===== src/rtl/vsc_pkg.sv =====
package vsc_pkg;
    localparam int CNT_W       = 8;
    localparam int SYNC_STAGES = 2;

    typedef enum logic [1:0] {
        CLP_IDLE = 2'd0,
        CLP_WAIT = 2'd1,
        CLP_ON   = 2'd2
    } clamp_st_t;

    typedef struct packed {
        logic lead;
        logic trail;
    } hs_edge_t;

    // Classify a synchronized transition by the selected leading polarity
    function automatic hs_edge_t find_edges(input logic pol, input logic now_l, input logic was_l);
        hs_edge_t e;
        e.lead  = pol ? (now_l & ~was_l) : (~now_l & was_l);
        e.trail = pol ? (~now_l & was_l) : (now_l & ~was_l);
        return e;
    endfunction
endpackage


===== src/rtl/vsc_sync.sv =====
module vsc_sync #(
    parameter int W      = 3,
    parameter int STAGES = 2
) (
    input  logic         clk,
    input  logic         rst,
    input  logic [W-1:0] din,
    output logic [W-1:0] q,
    output logic [W-1:0] q_d
);
    logic [W-1:0] stg [STAGES+1];

    always_ff @(posedge clk) begin
        if (rst) stg[0] <= '0;
        else     stg[0] <= din;
    end

    for (genvar i = 1; i <= STAGES; i++) begin : g_stage
        always_ff @(posedge clk) begin
            if (rst) stg[i] <= '0;
            else     stg[i] <= stg[i-1];
        end
    end

    assign q   = stg[STAGES-1];
    assign q_d = stg[STAGES];
endmodule


===== src/rtl/vsc_hsout.sv =====
module vsc_hsout #(
    parameter int CNT_W = 8
) (
    input  logic             clk,
    input  logic             rst,
    input  logic             lead,
    input  logic             pol,
    input  logic [CNT_W-1:0] wid,
    output logic             hsout,
    output logic             active
);
    logic [CNT_W-1:0] cnt;

    always_ff @(posedge clk) begin
        if (rst)              cnt <= '0;
        else if (lead)        cnt <= wid;
        else if (cnt != '0)   cnt <= cnt - CNT_W'(1);
    end

    assign active = (cnt != '0);
    assign hsout  = active ? pol : ~pol;

    // a leading edge opens a pulse exactly when the width is nonzero
    assert_hsout_start_R4: assert property (@(posedge clk) disable iff (rst)
        lead |=> (active == ($past(wid) != '0)));

    // without a leading edge an idle output stays idle
    assert_trail_ignored_R3: assert property (@(posedge clk) disable iff (rst)
        (!lead && !active) |=> !active);
endmodule


===== src/rtl/vsc_clamp.sv =====
module vsc_clamp #(
    parameter int CNT_W = 8
) (
    input  logic             clk,
    input  logic             rst,
    input  logic             trail,
    input  logic [CNT_W-1:0] dly,
    input  logic [CNT_W-1:0] len,
    output logic             win
);
    import vsc_pkg::*;

    clamp_st_t        st;
    logic [CNT_W-1:0] cnt;

    always_ff @(posedge clk) begin
        if (rst) begin
            st  <= CLP_IDLE;
            cnt <= '0;
        end else if (trail) begin
            if (len == '0) begin
                st <= CLP_IDLE;
            end else if (dly == '0) begin
                st  <= CLP_ON;
                cnt <= len;
            end else begin
                st  <= CLP_WAIT;
                cnt <= dly;
            end
        end else begin
            unique case (st)
                CLP_WAIT: begin
                    if (cnt == CNT_W'(1)) begin
                        if (len == '0) st <= CLP_IDLE;
                        else begin
                            st  <= CLP_ON;
                            cnt <= len;
                        end
                    end else begin
                        cnt <= cnt - CNT_W'(1);
                    end
                end
                CLP_ON: begin
                    if (cnt == CNT_W'(1)) st <= CLP_IDLE;
                    else                  cnt <= cnt - CNT_W'(1);
                end
                default: st <= CLP_IDLE;
            endcase
        end
    end

    assign win = (st == CLP_ON);

    // a zero duration never opens a window
    assert_zero_len_R6: assert property (@(posedge clk) disable iff (rst)
        (trail && len == '0) |=> !win);

    // a trailing edge with nonzero delay closes any open window
    assert_restart_R7: assert property (@(posedge clk) disable iff (rst)
        (trail && dly != '0) |=> !win);
endmodule


===== src/rtl/vsc_timing_top.sv =====
module vsc_timing_top (
    input  logic       clk,
    input  logic       rst,
    input  logic       hsync_in,
    input  logic       clamp_in,
    input  logic       coast_in,
    input  logic       cfg_hs_pol,
    input  logic       cfg_clamp_ext,
    input  logic       cfg_clamp_pol,
    input  logic       cfg_coast_pol,
    input  logic [7:0] cfg_clamp_dly,
    input  logic [7:0] cfg_clamp_len,
    input  logic       cfg_hsout_pol,
    input  logic [7:0] cfg_hsout_wid,
    output logic       hs_lead,
    output logic       hs_ref,
    output logic       hsout,
    output logic       clamp_on,
    output logic       coast_on
);
    import vsc_pkg::*;

    localparam int PIN_N = 3;
    localparam int I_HS  = 0;
    localparam int I_CL  = 1;
    localparam int I_CO  = 2;

    logic [PIN_N-1:0] pin_q, pin_qd;
    hs_edge_t         edg;
    logic             clamp_int, clamp_ext, hs_busy;

    vsc_sync #(.W(PIN_N), .STAGES(SYNC_STAGES)) u_sync (
        .clk (clk),
        .rst (rst),
        .din ({coast_in, clamp_in, hsync_in}),
        .q   (pin_q),
        .q_d (pin_qd)
    );

    assign edg = find_edges(cfg_hs_pol, pin_q[I_HS], pin_qd[I_HS]);

    vsc_hsout #(.CNT_W(CNT_W)) u_hsout (
        .clk    (clk),
        .rst    (rst),
        .lead   (edg.lead),
        .pol    (cfg_hsout_pol),
        .wid    (cfg_hsout_wid),
        .hsout  (hsout),
        .active (hs_busy)
    );

    vsc_clamp #(.CNT_W(CNT_W)) u_clamp (
        .clk   (clk),
        .rst   (rst),
        .trail (edg.trail),
        .dly   (cfg_clamp_dly),
        .len   (cfg_clamp_len),
        .win   (clamp_int)
    );

    assign clamp_ext = (pin_q[I_CL] == cfg_clamp_pol);
    assign clamp_on  = cfg_clamp_ext ? clamp_ext : clamp_int;
    assign coast_on  = (pin_q[I_CO] == cfg_coast_pol);
    assign hs_lead   = edg.lead;
    assign hs_ref    = edg.lead & ~coast_on;

    // the leading-edge strobe never lasts more than one cycle
    assert_lead_single_R2: assert property (@(posedge clk) disable iff (rst)
        hs_lead |=> !hs_lead);
endmodule


===== config.mk =====
export PLATFORM = sky130hd
export DESIGN_NAME = vsc_timing_top
export DESIGN_NICKNAME = d
export VERILOG_FILES = /design/src/rtl/vsc_pkg.sv /design/src/rtl/vsc_sync.sv /design/src/rtl/vsc_hsout.sv /design/src/rtl/vsc_clamp.sv /design/src/rtl/vsc_timing_top.sv
export SDC_FILE = /design/constraint.sdc
export NUM_CORES = 1
export LEC_CHECK = 0
export ABC_CLOCK_PERIOD_IN_PS = 5200
export BUFFER_PORTS_ARGS = -buffer_cell sky130_fd_sc_hd__clkbuf_2
export CORE_MARGIN = 2
export CORE_UTILIZATION = 50
export CTS_CLUSTER_SIZE = 20
export DETAILED_ROUTE_END_ITERATION = 16
export MAX_ROUTING_LAYER = met4
export PLACE_DENSITY_LB_ADDON = 0.08
export SLEW_MARGIN = 20
export SYNTH_ARGS = -nofsm -noshare
export SYNTH_HDL_FRONTEND = slang
export SYNTH_HIERARCHICAL = 1
export SYNTH_SLANG_ARGS = --single-unit

===== constraint.sdc =====
create_clock -name clk -period 5.2 [get_ports clk]
set_input_delay 1.04 -clock clk [delete_from_list [all_inputs] [get_ports clk]]
set_output_delay 1.04 -clock clk [all_outputs]
set_load 0.02 [all_outputs]

Yosys cells after proc, flatten, opt, wreduce, memory -nomap -nowiden
Memories as Yosys holds them, arrays and structs flattened.
Cells that the tools add are included.
{"block": "word_totals", "romBits": 0, "out_inout_bits": 5, "ramBits": 9, "ff_bits": 18, "n_memories": 1, "elab_cells": 59, "latchBits": 0, "input_bits": 34}
{"memory": "u_sync.stg", "words": 3, "width": 3, "read_ports": 3, "rd_ports_with_merged_regs": 0, "wr": 3, "line_no": "vsc_sync.sv:11", "source": "logic [W-1:0] stg [STAGES+1];"}
{"block": "classes", "shift": 0, "n_bitwise": 10, "n_lt_le_gt_ge": 0, "n_mul": 0, "div_mod_pow": 0, "eq_ne": 10, "muxes": 26, "n_reduce_logical": 7, "add_sub_neg": 2}
{"operator": "2-to-1 mux 8 bit", "count": 8}
{"operator": "zero test 8 bit", "count": 2}
{"operator": "case mux 8 bit (2 select lines)", "count": 1}
{"operator": "subtractor 8 x 1 -> 8 bit (second input constant)", "count": 2}
{"operator": "2-to-1 mux 2 bit", "count": 6}
{"operator": "2-to-1 mux 3 bit", "count": 3}
{"operator": "== test 8 x 1 -> 1 bit (second input constant)", "count": 1}
{"operator": "nonzero test 8 bit", "count": 1}
{"operator": "2-to-1 mux 1 bit", "count": 7}
{"operator": "inequality test 3 x 1 -> 1 bit (second input constant)", "count": 2}
{"operator": "inverter 1 bit", "count": 4}
{"operator": "case mux 2 bit (2 select lines)", "count": 1}
{"operator": "AND reduction 4 bit", "count": 1}
{"operator": "AND 1 bit", "count": 3}
{"operator": "inequality test 3 x 2 -> 1 bit (second input constant)", "count": 1}
{"operator": "inequality test 3 bit (second input constant)", "count": 1}
{"operator": "OR 1 bit", "count": 3}
{"operator": "nonzero test 3 bit", "count": 1}
{"operator": "== test 1 bit", "count": 2}
{"operator": "== test 2 x 1 -> 1 bit (second input constant)", "count": 1}
{"operator": "== test 2 bit (second input constant)", "count": 1}
{"operator": "inequality test 2 bit (second input constant)", "count": 1}
{"operator": "AND reduction 2 bit", "count": 1}
{"operator": "nonzero test 2 bit", "count": 1}

Depth between registers and ports, before layout
Gate-level depths: netlist (run 1).
{"block": "logic_depth", "depth_word": 5, "depth_mapped": 9, "ltp_nobuf": 7}

Cells and area by module
Netlist (run 1), hierarchy kept.
{"module": "vsc_clamp", "seq_area_each_um2": 200.2, "instances": 1, "cells_each": 107, "area_per_inst_um2": 807.0}
{"module": "vsc_hsout", "seq_area_each_um2": 160.2, "instances": 1, "cells_each": 56, "area_per_inst_um2": 496.7}
{"module": "vsc_sync", "seq_area_each_um2": 180.2, "instances": 1, "cells_each": 18, "area_per_inst_um2": 236.5}
{"module": "vsc_timing_top", "seq_area_each_um2": 0.0, "instances": 1, "cells_each": 10, "area_per_inst_um2": 72.6}

Worst setup path before layout (run 1)
Ideal clock, no wire load.
{"block": "synth_timing", "path_type": "input to output", "from": "in cfg_hs_pol", "to": "out hs_ref", "path_slack_ns": 2.400, "arrival_time_ns": 1.760, "path_stages": 2, "cell_sequence": "or3b_1 > a21oi_1"}
{"block": "synth_via", "elab_chain_len": 2}
{"item": "from (decl)", "line_no": "vsc_timing_top.sv:7", "source": "input logic cfg_hs_pol,"}
{"item": "2-to-1 mux 1 bit", "line_no": "vsc_pkg.sv:19", "source": "e.lead = pol ? (now_l & ~was_l) : (~now_l & was_l);"}
{"item": "AND 1 bit", "line_no": "vsc_timing_top.sv:65", "source": "assign hs_ref = edg.lead & ~coast_on;"}
{"item": "to (decl)", "line_no": "vsc_timing_top.sv:16", "source": "output logic hs_ref,"}
Every way passes these cells.

Worst setup path in the final report (run 1)
{"block": "layout_timing", "from": "in cfg_hs_pol", "to": "out hs_lead"}
{"block": "layout_via", "elab_chain_len": 1}
{"item": "2-to-1 mux 1 bit", "line_no": "vsc_pkg.sv:19"}
{"item": "to (decl)", "line_no": "vsc_timing_top.sv:15", "source": "output logic hs_lead,"}
Every way passes these cells.

==> run_results.csv, run 1 <==
group,metric,value,unit
placed_design,place.gp.congestion,0.8139,
sta,timing.max_slew.rel_slack,62.37,%
sta,setup_slack,2.087,ns
floorplanning,design.die.area,3583,sq um
min_path,min_path_type,"reg2reg",
placed_design,dp_slack,2.087,ns
floorplanning,die_h,59.86,microns
sta,final.setup.tns,0,ns
clocking,cts_root_buffer,"clkbuf_4",
detailed_routing,routed_wirelength,3476,microns
sta,final.hold.worst_slack,0.4384,ns
sta,timing_max_transition_violations_final,0,
pwr,design_power_total,0.6726,mW
detailed_routing,drt_pass1_iterations,4,
flow_run,drv.max_cap_violation_count,0,
setup_path,critical_path.max_stage_delay,0.37,ns
floorplanning,core-area,3003,sq um
yosys,postSynthNetCount,225,
sta,fin_crit,3.113,ns
pwr,power.leakage,0.7430,nW
detailed_routing,dr.first_iter.drc_count,116,
detailed_routing,route.detailed.drc,0,
detailed_routing,overall_via_count_from_detail_route,1488,
setup_path,worst-endpoint-required,4.16,ns
global_route,grt_max_degree,25,
placed_design,io_buffers,38,
floorplanning,die-width,59.86,microns
final_layout,antenna_cells_inserted,0,
final_layout,final_util,59.38,%
yosys,mappedNetlistArea,1560,sq um
pwr,power_per_cell_area,377.2,nW/um^2
floorplanning,io-pin-count,39,
detailed_routing,drt.antenna.violating_nets,0,
setup_path,critical_path.endpoint_type,"primary output",
setup_path,timing.critical_path.slowest_stage_cell,"or3b_1",
final_layout,mostFrequentLayoutCells,"clkbuf_2 (38), dfxtp_1 (25), nand2_1 (24)",
setup_path,crit_arrival,2.07,ns
clocking,cts_resized,0,
status,outcome,"completed",
yosys,post_synth.cell_area_avg,8.344,sq um
global_route,grt-ovfl-total,0,
floorplanning,core.rowCount,20,
global_route,overall_fraction_of_global_route_tracks_in_use,22.71,%
clocking,cts_inserted_buffers,3,
clocking,post_cts_clock_slew_at_the_launch_and_capture_registers_of_the_worst_setup_and_hold_paths,0.15,ns
clocking,post_cts_buffers,0,
global_route,grt_pass1_vias,1403,
clocking,tritoncts,"done",
setup_path,crit_path_class,"in2out",
clocking,post_cts_hold_buffer_count,0,
final_layout,nNetsFinal,262,
global_route,first_pass_grt_wire_length,6092,microns
sta,clock-skew-final,0.01329,ns
setup_path,timing.critical_path.fanout_max,14,
floorplanning,initial_core_util,51.96,%
sta,finalHoldViolCount,0,
setup_path,worstSetupStartpointType,"input port",
clocking,ctsHtreeMaxLevel,1,
yosys,synthCells,187,
setup_path,worstPathCellList,"clkbuf_2 > or3b_1 > nand2_1 > clkbuf_2",
clocking,clk-insertion-delay-late,0.33,ns
detailed_routing,wire_per_inst,13.58,microns
sta,final.period_utilization,59.86,%
clocking,cts.sink_count,25,
pwr,ir_drop_worst_vdd,0.1468,mV
clocking,clock_buffer_depth,2,
final_layout,final_common_cell,"clkbuf_2",
sta,setup_violations,0,
global_route,antenna_violations_before_repair,0,
final_layout,fillerInstances,298,
sta,rsz0062_at_grt,"false",
detailed_routing,drt-vias-per-instance,5.813,
placed_design,dpl.hpwl,2705,microns
final_layout,flow.area_growth_from_synthesis,14.27,%
sta,max_freq,0.3213,GHz
final_layout,drive_gt1_share,23.77,%
sta,worst_pin_slew,0.5586,ns
yosys,warnings_from_yosys,6,
setup_path,critical-path-top-cell-by-count,"clkbuf_2",
[metrics by stage]
step	instances	cell area [sq um]
floorplan	187	1560
global placement	252	1757
detailed placement	252	1757
CTS	256	1783
global route	256	1783
finish	256	1783
[state kept, by name, summed over array words and instances (netlist names)]
signal / count
u_clamp/st: 2
u_hsout/cnt: 8
u_clamp/cnt: 8
u_sync/stg: 7
[area by class of cell]
cell class              count  area (sq um)  share of cell area, %
clock buffers               4         26.28                  1.474
well taps                  33         41.29                  2.316
flip-flops and latches     25         500.5                  28.07
multi-input cells         147         987.2                  55.37
inverters                   8         30.03                  1.684
repair buffers             39         197.7                  11.09
[power breakdown]
group / switching [mW] / total (mW) / internal [mW]
Sequential: 0.0435 / 0.268 / 0.225
Combinational: 0.158 / 0.314 / 0.156
Clock: 0.0602 / 0.0903 / 0.0301
[worst paths after layout]
| check | startpoint | to | slack, ns | cells after the start |
|---|---|---|---|---|
| max | cfg_hs_pol | hs_lead | 2.09 | 4 |
| min | u_sync/stg[0][1]$_SDFF_PP0_ | u_sync/stg[1][1]$_SDFF_PP0_ | 0.44 | 1 |
| max reg2reg | u_clamp/cnt[0]$_SDFFE_PP0P_ | u_clamp/cnt[7]$_SDFFE_PP0P_ | 2.86 | 6 |
| min reg2reg | u_sync/stg[0][1]$_SDFF_PP0_ | u_sync/stg[1][1]$_SDFF_PP0_ | 0.44 | 1 |
[per-layer routing]
layer	vias to the layer above	share of wire [%]	track usage (%)
li1	750	-	-
met1	709	48	29.44
met2	24	48	36.34
met3	5	2.8	3.247
met4	0	1.2	7.302
met5	-	0	-
[worst max-delay path, delay by kind of cell]
family / cells / cell delay (ns)
buffers and inverters: 2 / 0.35
and+or+nand+nor: 2 / 0.69
Power figures use the tool's default switching activity.
==> run 2, diff against run 1 <==
--- a/config.mk
+++ b/config.mk
@@ -5,10 +5,10 @@
 export SDC_FILE = /design/constraint.sdc
 export NUM_CORES = 1
 export LEC_CHECK = 0
-export ABC_CLOCK_PERIOD_IN_PS = 5200
+export ABC_CLOCK_PERIOD_IN_PS = 2600
 export BUFFER_PORTS_ARGS = -buffer_cell sky130_fd_sc_hd__clkbuf_2
 export CORE_MARGIN = 2
-export CORE_UTILIZATION = 50
+export CORE_UTILIZATION = 48
 export CTS_CLUSTER_SIZE = 20
 export DETAILED_ROUTE_END_ITERATION = 16
 export MAX_ROUTING_LAYER = met4
==> constraint.sdc (replaced) <==
create_clock -name clk -period 2.6 [get_ports clk]
set_input_delay 0.52 -clock clk [delete_from_list [all_inputs] [get_ports clk]]
set_output_delay 0.52 -clock clk [all_outputs]
set_load 0.02 [all_outputs]
==> run_results.csv, run 2 (synthesis results as in run 1) <==
group,metric,value,unit
status,outcome,"completed",
detailed_routing,drt_pass1_iterations,4,
setup_path,path_delay_family,"simple AND/OR/NAND/NOR gates",
floorplanning,design.die.area,3723,sq um
global_route,grt_max_degree,25,
global_route,overall_fraction_of_global_route_tracks_in_use,22.62,%
detailed_routing,wire_per_inst,13.66,microns
final_layout,flow.area_growth_from_synthesis,16.36,%
sta,max_freq,0.4515,GHz
final_layout,antenna_cells_inserted,0,
pwr,netSwitchingFraction,39.26,%
clocking,cts_root_buffer,"clkbuf_4",
final_layout,drive_gt1_share,24.89,%
setup_path,timing.critical_path.fanout_max,9,
global_route,grt_pass1_vias,1388,
clocking,cts_resized,0,
clocking,ctsHtreeMaxLevel,1,
sta,fin_crit,2.215,ns
setup_path,worst-endpoint-required,2.84,ns
floorplanning,die_h,61.02,microns
setup_path,worstSetupStartpointType,"flip-flop",
floorplanning,io-pin-count,39,
floorplanning,die-width,61.02,microns
floorplanning,core-area,3078,sq um
placed_design,dp_slack,0.2653,ns
pwr,internal_power,0.8280,mW
sta,clock-skew-final,0.01349,ns
setup_path,critical_path.max_stage_delay,0.47,ns
clocking,clk-insertion-delay-late,0.32,ns
placed_design,io_buffers,38,
sta,worst_pin_slew,0.5716,ns
pwr,ir_drop_worst_vdd,0.4800,mV
final_layout,final_util,58.98,%
final_layout,post_layout_nonfiller_instances,269,
final_layout,largest_registers,"u_clamp/cnt: 8 flops, u_hsout/cnt: 8 flops, u_sync/stg: 7 flops",
setup_path,crit_arrival,2.45,ns
detailed_routing,overall_via_count_from_detail_route,1509,
pwr,power_per_cell_area,750.9,nW/um^2
global_route,first_pass_grt_wire_length,6058,microns
floorplanning,initial_core_util,50.69,%
clocking,post_cts_buffers,0,
pwr,design_power_total,1.363,mW
detailed_routing,route.detailed.drc,0,
sta,rsz0062_at_grt,"false",
setup_path,worstPathCellList,"ha_1 > nor3b_2 > a21oi_2 > a22o_1 > or2_1 > a311oi_1",
clocking,post_cts_hold_buffer_count,0,
sta,timing_max_transition_violations_final,0,
placed_design,dpl.hpwl,2864,microns
final_layout,final-seq-area,500.5,sq um
flow_run,drv.max_cap_violation_count,0,
sta,setup_slack,0.3850,ns
clocking,tritoncts,"done",
detailed_routing,dr.first_iter.drc_count,68,
final_layout,mostFrequentLayoutCells,"clkbuf_2 (38), dfxtp_1 (25), nand2_1 (24)",
final_layout,final_common_cell,"clkbuf_2",
final_layout,multi_input_area,987.2,sq um
min_path,hold-path-cell-count,2,
global_route,antenna_violations_before_repair,0,
placed_design,place.gp.congestion,0.8732,
pwr,power_frac_clock,13.3,%
sta,finalHoldViolCount,0,
sta,timing.max_slew.rel_slack,61.72,%
setup_path,worst-path-stages,6,
pwr,power.share.combinational,47.3,%
setup_path,timing.critical_path.slowest_stage_cell,"dfxtp_1",
final_layout,nNetsFinal,264,
min_path,min_path_type,"in2reg",
pwr,seqPwrFrac,39.4,%
clocking,clock_buffer_depth,2,
detailed_routing,drt.antenna.violating_nets,0,
setup_path,worst-r2r-cell-count,6,
final_layout,fillerInstances,301,
placed_design,placedCellCount,265,
sta,final.period_utilization,85.19,%
pwr,power.leakage,0.7520,nW
pwr,netSwitchingPower,0.5353,mW
floorplanning,core.rowCount,20,
setup_path,cp_num_buf_inv,0,
detailed_routing,routed_wirelength,3674,microns
clocking,post_cts_clock_slew_at_the_launch_and_capture_registers_of_the_worst_setup_and_hold_paths,0.15,ns
sta,final.setup.tns,0,ns
setup_path,critical_path.endpoint_type,"flip-flop",
clocking,cts_inserted_buffers,3,
detailed_routing,drt-vias-per-instance,5.610,
sta,setup_violations,0,
global_route,grt-ovfl-total,0,
clocking,cts.sink_count,25,
setup_path,crit_path_class,"reg2reg",
==> run 2: cell count changes in the layout (fill, tap and decap cells not counted) <==
cell        before  now
buf_4            1    3
clkinvlp_4       0    1
clkbuf_1         1    0
==> run 2: worst paths after layout <==
check	start	to	slack, ns
min	clamp_in	u_sync/stg[0][1]$_SDFF_PP0_	0.39
max	u_clamp/cnt[0]$_SDFFE_PP0P_	u_clamp/cnt[4]$_SDFFE_PP0P_	0.39
min reg2reg	u_sync/stg[0][1]$_SDFF_PP0_	u_sync/stg[1][1]$_SDFF_PP0_	0.46
max reg2reg	u_clamp/cnt[0]$_SDFFE_PP0P_	u_clamp/cnt[4]$_SDFFE_PP0P_	0.39
==> run 2: worst reg2reg max path, cell delays in order, from the launching register on <==
cell      delay, ns
dfxtp_1        0.47
ha_1           0.21
nor3b_2        0.36
a21oi_2        0.13
a22o_1         0.32
or2_1          0.37
a311oi_1       0.28
==> run 2: stage by stage <==
stage                     area (sq um)  hold slack (ns)
final                             1815           0.3879
after global routing              1815           0.3791
after CTS                         1815           0.3750
after detailed placement          1785           0.4246
after global placement            1785           0.4185
after floorplan                   1560           0.4138
==> run 2: power groups by stage <==
stage	registers [mW]	clock network [mW]	logic, mW
final	0.537	0.182	0.644
after global routing	0.548	0.207	0.718
after CTS	0.538	0.194	0.646
after detailed placement	0.545	0	0.641
after global placement	0.542	0	0.623
after floorplan	0.529	0	0.512
==> run 2: final cells by class <==
class	count	area share [%]
Tap cell	44	3.032
Multi-Input combinational cell	147	54.38
Clock inverter	1	0.4135
Clock buffer	3	1.241
Timing Repair Buffer	41	11.72
Inverter	8	1.654
Sequential cell	25	27.57
==> run 2: layer usage <==
| layer | wire length, microns | GRT usage [%] | up-vias |
|---|---|---|---|
| met2 | 1866 | 39.48 | 38 |
| met4 | 51 | 9.317 | 0 |
| li1 | - | - | 752 |
| met1 | 1601 | 25.85 | 713 |
| met3 | 155 | 3.361 | 6 |
| met5 | 0 | - | - |
